[src/rtl/pwr_mode_pkg.sv]
package pwr_mode_pkg;

  typedef enum logic [2:0] {
    ST_RUN    = 3'd0,
    ST_IDLE   = 3'd1,
    ST_STOP   = 3'd2,
    ST_SUSP   = 3'd3,
    ST_SETTLE = 3'd4
  } pwr_state_e;

  localparam int unsigned IDLE_BIT = 0;
  localparam int unsigned STOP_BIT = 1;

  localparam logic [1:0] MODE_RUN  = 2'b00;
  localparam logic [1:0] MODE_IDLE = 2'b01;
  localparam logic [1:0] MODE_STOP = 2'b10;
  localparam logic [1:0] MODE_SUSP = 2'b11;

  function automatic logic [1:0] mode_code(input pwr_state_e s);
    case (s)
      ST_IDLE:            mode_code = MODE_IDLE;
      ST_STOP:            mode_code = MODE_STOP;
      ST_SUSP, ST_SETTLE: mode_code = MODE_SUSP;
      default:            mode_code = MODE_RUN;
    endcase
  endfunction

endpackage

[src/rtl/pwr_ctl_regs.sv]
module pwr_ctl_regs
  import pwr_mode_pkg::*;
(
  input  logic       clk,
  input  logic       rst_n,
  input  logic       pcon_we,
  input  logic [1:0] pcon_wdata,
  input  logic       susp_we,
  input  logic       susp_wdata,
  input  logic       wr_ok,
  input  logic       clr_all,
  input  logic       clr_idle,
  input  logic       clr_susp,
  output logic [1:0] pcon_q,
  output logic       susp_q,
  output logic       eff_idle,
  output logic       eff_stop,
  output logic       eff_susp
);

  logic       pcon_wr;
  logic       susp_wr;
  logic [1:0] pcon_eff;
  logic [1:0] pcon_d;
  logic       susp_d;

  assign pcon_wr  = pcon_we & wr_ok;
  assign susp_wr  = susp_we & wr_ok;
  assign pcon_eff = pcon_wr ? pcon_wdata : pcon_q;

  // A request written in the completing cycle already counts
  assign eff_idle = pcon_eff[IDLE_BIT];
  assign eff_stop = pcon_eff[STOP_BIT];
  assign eff_susp = susp_wr ? susp_wdata : susp_q;

  always_comb begin
    pcon_d = pcon_q;
    susp_d = susp_q;
    if (clr_all) begin
      pcon_d = '0;
      susp_d = 1'b0;
    end else begin
      if (pcon_wr)       pcon_d = pcon_wdata;
      else if (clr_idle) pcon_d[IDLE_BIT] = 1'b0;
      if (susp_wr)       susp_d = susp_wdata;
      else if (clr_susp) susp_d = 1'b0;
    end
  end

  always_ff @(posedge clk or negedge rst_n) begin
    if (!rst_n) begin
      pcon_q <= '0;
      susp_q <= 1'b0;
    end else begin
      pcon_q <= pcon_d;
      susp_q <= susp_d;
    end
  end

endmodule

[src/rtl/pwr_settle_timer.sv]
module pwr_settle_timer #(
  parameter int unsigned SETTLE_CYCLES = 16
) (
  input  logic clk,
  input  logic rst_n,
  input  logic start,
  input  logic active,
  output logic done
);

  localparam int unsigned CW = (SETTLE_CYCLES > 1) ? $clog2(SETTLE_CYCLES) : 1;
  localparam logic [CW-1:0] LAST = CW'(SETTLE_CYCLES - 1);

  logic [CW-1:0] cnt_q;
  logic [CW-1:0] cnt_d;
  logic          cnt_en;

  assign cnt_en = start | active;
  assign done   = active & (cnt_q == LAST);

  always_comb begin
    if (start) cnt_d = '0;
    else       cnt_d = cnt_q + CW'(1);
  end

  always_ff @(posedge clk or negedge rst_n) begin
    if (!rst_n)      cnt_q <= '0;
    else if (cnt_en) cnt_q <= cnt_d;
  end

endmodule

[src/rtl/pwr_mode_fsm.sv]
module pwr_mode_fsm
  import pwr_mode_pkg::*;
(
  input  logic       clk,
  input  logic       rst_n,
  input  logic       instr_done,
  input  logic       eff_idle,
  input  logic       eff_stop,
  input  logic       eff_susp,
  input  logic       irq_pend,
  input  logic       rst_any,
  input  logic       wake_any,
  input  logic       settle_done,
  output pwr_state_e state_q,
  output logic       settle_start
);

  pwr_state_e state_d;

  always_comb begin
    state_d      = state_q;
    settle_start = 1'b0;
    if (rst_any) begin
      state_d = ST_RUN;
    end else begin
      case (state_q)
        ST_RUN: begin
          if (instr_done) begin
            if (eff_stop)      state_d = ST_STOP;
            else if (eff_susp) state_d = ST_SUSP;
            else if (eff_idle) state_d = ST_IDLE;
          end
        end
        ST_IDLE:   if (irq_pend) state_d = ST_RUN;
        ST_STOP:   state_d = ST_STOP;
        ST_SUSP: begin
          if (wake_any) begin
            state_d      = ST_SETTLE;
            settle_start = 1'b1;
          end
        end
        ST_SETTLE: if (settle_done) state_d = ST_RUN;
        default:   state_d = ST_RUN;
      endcase
    end
  end

  always_ff @(posedge clk or negedge rst_n) begin
    if (!rst_n) state_q <= ST_RUN;
    else        state_q <= state_d;
  end

endmodule

[src/rtl/pwr_mode_seq.sv]
module pwr_mode_seq
  import pwr_mode_pkg::*;
#(
  parameter int unsigned SETTLE_CYCLES = 16
) (
  input  logic       clk,
  input  logic       rst_n,
  input  logic       pcon_we,
  input  logic [1:0] pcon_wdata,
  input  logic       susp_we,
  input  logic       susp_wdata,
  input  logic       instr_done,
  input  logic       irq_pend,
  input  logic       ext_rst_req,
  input  logic       wdt_en,
  input  logic       wdt_rst_req,
  input  logic       port_mismatch,
  input  logic       cmp_out,
  input  logic       t3_ovf,
  output logic       cpu_halt,
  output logic       periph_clk_en,
  output logic       int_osc_en,
  output logic       cpu_restart,
  output logic [1:0] mode_stat,
  output logic [1:0] pcon_bits,
  output logic       susp_bit
);

  pwr_state_e state;
  logic rst_any, wake_any;
  logic eff_idle, eff_stop, eff_susp;
  logic settle_start, settle_done;
  logic restart_q;

  assign rst_any  = ext_rst_req | (wdt_en & wdt_rst_req);
  // Wake detection is purely combinational: no clock runs in Suspend
  assign wake_any = port_mismatch | ~cmp_out | t3_ovf;

  pwr_ctl_regs u_regs (
    .clk        (clk),
    .rst_n      (rst_n),
    .pcon_we    (pcon_we),
    .pcon_wdata (pcon_wdata),
    .susp_we    (susp_we),
    .susp_wdata (susp_wdata),
    .wr_ok      (state == ST_RUN),
    .clr_all    (rst_any),
    .clr_idle   ((state == ST_IDLE) & irq_pend),
    .clr_susp   (settle_done),
    .pcon_q     (pcon_bits),
    .susp_q     (susp_bit),
    .eff_idle   (eff_idle),
    .eff_stop   (eff_stop),
    .eff_susp   (eff_susp)
  );

  pwr_settle_timer #(.SETTLE_CYCLES(SETTLE_CYCLES)) u_settle (
    .clk    (clk),
    .rst_n  (rst_n),
    .start  (settle_start),
    .active (state == ST_SETTLE),
    .done   (settle_done)
  );

  pwr_mode_fsm u_fsm (
    .clk          (clk),
    .rst_n        (rst_n),
    .instr_done   (instr_done),
    .eff_idle     (eff_idle),
    .eff_stop     (eff_stop),
    .eff_susp     (eff_susp),
    .irq_pend     (irq_pend),
    .rst_any      (rst_any),
    .wake_any     (wake_any),
    .settle_done  (settle_done),
    .state_q      (state),
    .settle_start (settle_start)
  );

  always_ff @(posedge clk or negedge rst_n) begin
    if (!rst_n) restart_q <= 1'b0;
    else        restart_q <= rst_any;
  end

  assign cpu_restart   = restart_q;
  assign cpu_halt      = (state != ST_RUN);
  assign periph_clk_en = (state == ST_RUN) | (state == ST_IDLE);
  assign int_osc_en    = (state == ST_RUN) | (state == ST_IDLE) | (state == ST_SETTLE)
                       | ((state == ST_SUSP) & wake_any);
  assign mode_stat     = mode_code(state);

endmodule

[config.mk]
export PLATFORM = sky130hd
export DESIGN_NAME = pwr_mode_seq
export DESIGN_NICKNAME = d
export VERILOG_FILES = /design/src/rtl/pwr_mode_pkg.sv /design/src/rtl/pwr_ctl_regs.sv /design/src/rtl/pwr_settle_timer.sv /design/src/rtl/pwr_mode_fsm.sv /design/src/rtl/pwr_mode_seq.sv
export SDC_FILE = /design/constraint.sdc
export NUM_CORES = 1
export LEC_CHECK = 0
export CAP_MARGIN = 20
export CORE_AREA = 2 2 39 41
export DETAILED_ROUTE_END_ITERATION = 10
export DIE_AREA = 0 0 41 43
export DONT_BUFFER_PORTS = 1
export GPL_ROUTABILITY_DRIVEN = 1
export PLACE_DENSITY = 0.7
export SETUP_SLACK_MARGIN = 0.05
export SLEW_MARGIN = 20
export SYNTH_ARGS = -nofsm -noshare
export SYNTH_HDL_FRONTEND = slang
export SYNTH_SLANG_ARGS = --single-unit
[constraint.sdc]
create_clock -name clk -period 3.4 [get_ports clk]
set_input_delay 0.85 -clock clk [delete_from_list [all_inputs] [get_ports clk]]
set_output_delay 0.85 -clock clk [all_outputs]
set_load 0.01 [all_outputs]
==> flow_summary.json <==
{
  "coreArea_um2": 1380,
  "cts_buffer_depth": 2,
  "clk_pin_slew_ns": 0.07,
  "gp_congestion": 0.713,
  "tns_ns": 0,
  "worst_pin_slew_ns": 0.437,
  "multiInputGateArea_um2": 330,
  "ys_ff_latch": 11,
  "rsz0062_at_grt": "false",
  "drt-initial-drc-count": 14,
  "via_per_inst": 5.88,
  "fmax_mhz": 415,
  "synth_nets": 85,
  "layout_min_cycle_time_ns": 2.41,
  "final_cell_mix": "dfrtp_1, nor2_1, nand2_1",
  "grt_max_degree": 12,
  "wl_per_cell_um": 14.7,
  "share_comb_of_total_power_pct": 39.3,
  "nFillCells": 142,
  "rows": 14,
  "ir_worst_vdd_mv": 0.262,
  "cts_tree": "built",
  "via_count": 506,
  "antenna_left": 0,
  "die_h_um": 43,
  "clock_latency_ns": 0.27,
  "syn2layout_area_growth_pct": 3.88,
  "power_frac_seq_pct": 43.4,
  "diodes": 0,
  "drv_cap": 0,
  "grt_pass1_wl_um": 1990,
  "cts_resized": 0,
  "start_util_pct": 46.7,
  "nets": 87,
  "cts_sinks": 11,
  "cp-end-kind": "primary output",
  "power_uw": 529,
  "ctsHoldBuffers": 0,
  "postCtsSetupRepairBufs": 0,
  "layout.cells.non_filler": 86,
  "seq_area_um2": 275,
  "maxSlewViolCount": 0,
  "p_sw_uw": 221,
  "slew_headroom_pct": 70.8,
  "drc": 0,
  "yosys_warnings": 0,
  "io_pins": 24,
  "synth_area_um2": 646,
  "grt_usage_pct": 17.7,
  "h-tree-depth": 1,
  "synth_cell_types": 28,
  "cts_made_buffers": 3,
  "p_clk_share_pct": 17.3,
  "status": "finished, final reports clean",
  "cts_root_buf": "clkbuf_4",
  "slowest_stage": "or3b_2",
  "yosysTopAreaCell": "dfrtp_1",
  "finalClockSkew_ns": 0.00322,
  "startpoint_type": "primary input",
  "setup_viol": 0,
  "dp_hpwl_um": 980,
  "die_area_um2": 1760,
  "synth.area.top_cells": "dfrtp_1, nor2_1, mux2i_1",
  "synthSimpleGateAreaFrac_pct": 24.2,
  "antenna_found_initial": 0,
  "crit_fanout": 3,
  "synth_top_family_by_area": "simple AND/OR/NAND/NOR gates",
  "cp.arrival_ns": 1.56,
  "final_layout_size_suffix_gt1_share_pct": 14.3,
  "dp_cells": 82,
  "grt_pass1_vias": 456,
  "fp.dieW_um": 41,
  "gr-total-overflow": 0,
  "wl_um": 1260,
  "path_cells": "or3b_2 -> nand2b_1 -> nand2_1",
  "timing.final.crit_share_pct": 70.8,
  "min_path_type": "primary input to async pin",
  "p_sw_share_pct": 41.8,
  "path_class": "primary input to primary output",
  "synthAdderAreaFrac_pct": 1.94,
  "synthXorXnorAreaFrac_pct": 4.07,
  "synthMuxAreaShare_pct": 8.14,
  "hold_violations": 0,
  "p_int_uw": 308,
  "leakagePower_uw": 0.000289,
  "ys_seq_area_share_pct": 42.6,
  "powerDensity_nw_per_um2": 789,
  "port_buffers": 0,
  "synthCells": 69,
  "mostFrequentLayoutCell": "dfrtp_1",
  "required_ns": 2.55,
  "max_stage_delay_ns": 0.47,
  "yosysTopAreaCellShare_pct": 42.6,
  "syn_avg_cell_area_um2": 9.36,
  "dr.pass1.iters": 4,
  "synth_compound_gate_area_share_pct": 12.8
}
-- metrics by stage --
step | setup slack (ns) | hold slack [ns] | utilization (%) | cell area, µm²
floorplan | 1.03 | 0.505 | - | 646
global placement | 1.01 | 0.529 | 46.6 | 644
detailed placement | 0.993 | 0.541 | 46.6 | 644
CTS | 0.989 | 0.260 | 48.5 | 671
global route | 0.940 | 0.247 | 48.5 | 671
finish | 0.992 | 0.262 | 48.5 | 671
-- power groups by stage --
stage,logic (µW),clock network [µW],registers [µW]
after floorplan,212,0,199
after global placement,208,0,230
after detailed placement,210,0,233
after CTS,211,91.5,230
after global routing,235,101,239
final,208,91.5,230
-- worst max-delay path, delay by kind of cell --
kind / cells / cell delay, ns
and+or+nand+nor: 3 / 0.71
-- Yosys cell counts (all sizes together) --
cell,count
xnor2,1
nand3,3
buf,3
a32o,1
ha,1
nand2,6
xor2,2
or3,2
o22ai,1
nand4,2
nor2,9
nor3b,1
nand2b,1
inv,5
a21oi,5
mux2i,4
o21ai,5
dfrtp,11
nand3b,1
or3b,1
nor4b,1
a311oi,1
or4b,1
o21a,1
-- sequential cells by signal, indices dropped and copies added (netlist names) --
register / flops
u_settle.cnt_q: 4
u_fsm.state_q: 3
u_regs.susp_q: 1
cpu_restart: 1
u_regs.pcon_q: 2
-- kinds of logic after synthesis --
group	count (synthesis)
AND/OR/NAND/NOR	28
AO/OA/AOI/OAI	14
flip-flops	11
buffers and inverters	8
multiplexers	4
XOR/XNOR	3
adder cells (fa/ha/maj)	1
-- path summary, 6_finish.rpt --
kind / startpoint / end / slack, ns / cells after the start
min reg2reg: u_settle.cnt_q[3] / u_settle.cnt_q[3] / 0.55 / 2
min: rst_n / u_regs.pcon_q[0] / 0.26 / 0
max reg2reg: u_fsm.state_q[2] / u_fsm.state_q[0] / 1.62 / 5
min in group clk: u_settle.cnt_q[3] / u_settle.cnt_q[3] / 0.55 / 2
max in group asynchronous: rst_n / u_fsm.state_q[2] / 3.07 / 0
max: port_mismatch / int_osc_en / 0.99 / 3
-- per-layer routing --
| layer | vias to the layer above | wire length, µm | track usage (%) |
|---|---|---|---|
| li1 | 244 | - | - |
| met1 | 239 | 507 | 23.2 |
| met2 | 19 | 614 | 23.4 |
| met3 | 4 | 103 | 4.71 |
| met4 | 0 | 36 | 14.0 |
| met5 | - | 0 | 0 |
-- cell type report --
cell class | instances | share of cell area (%)
clock buffer | 4 | 3.92
multi-input combinational | 50 | 49.3
inverter | 5 | 2.80
sequential | 11 | 41.0
tap | 16 | 2.99
Power figures use the tool's default switching activity.
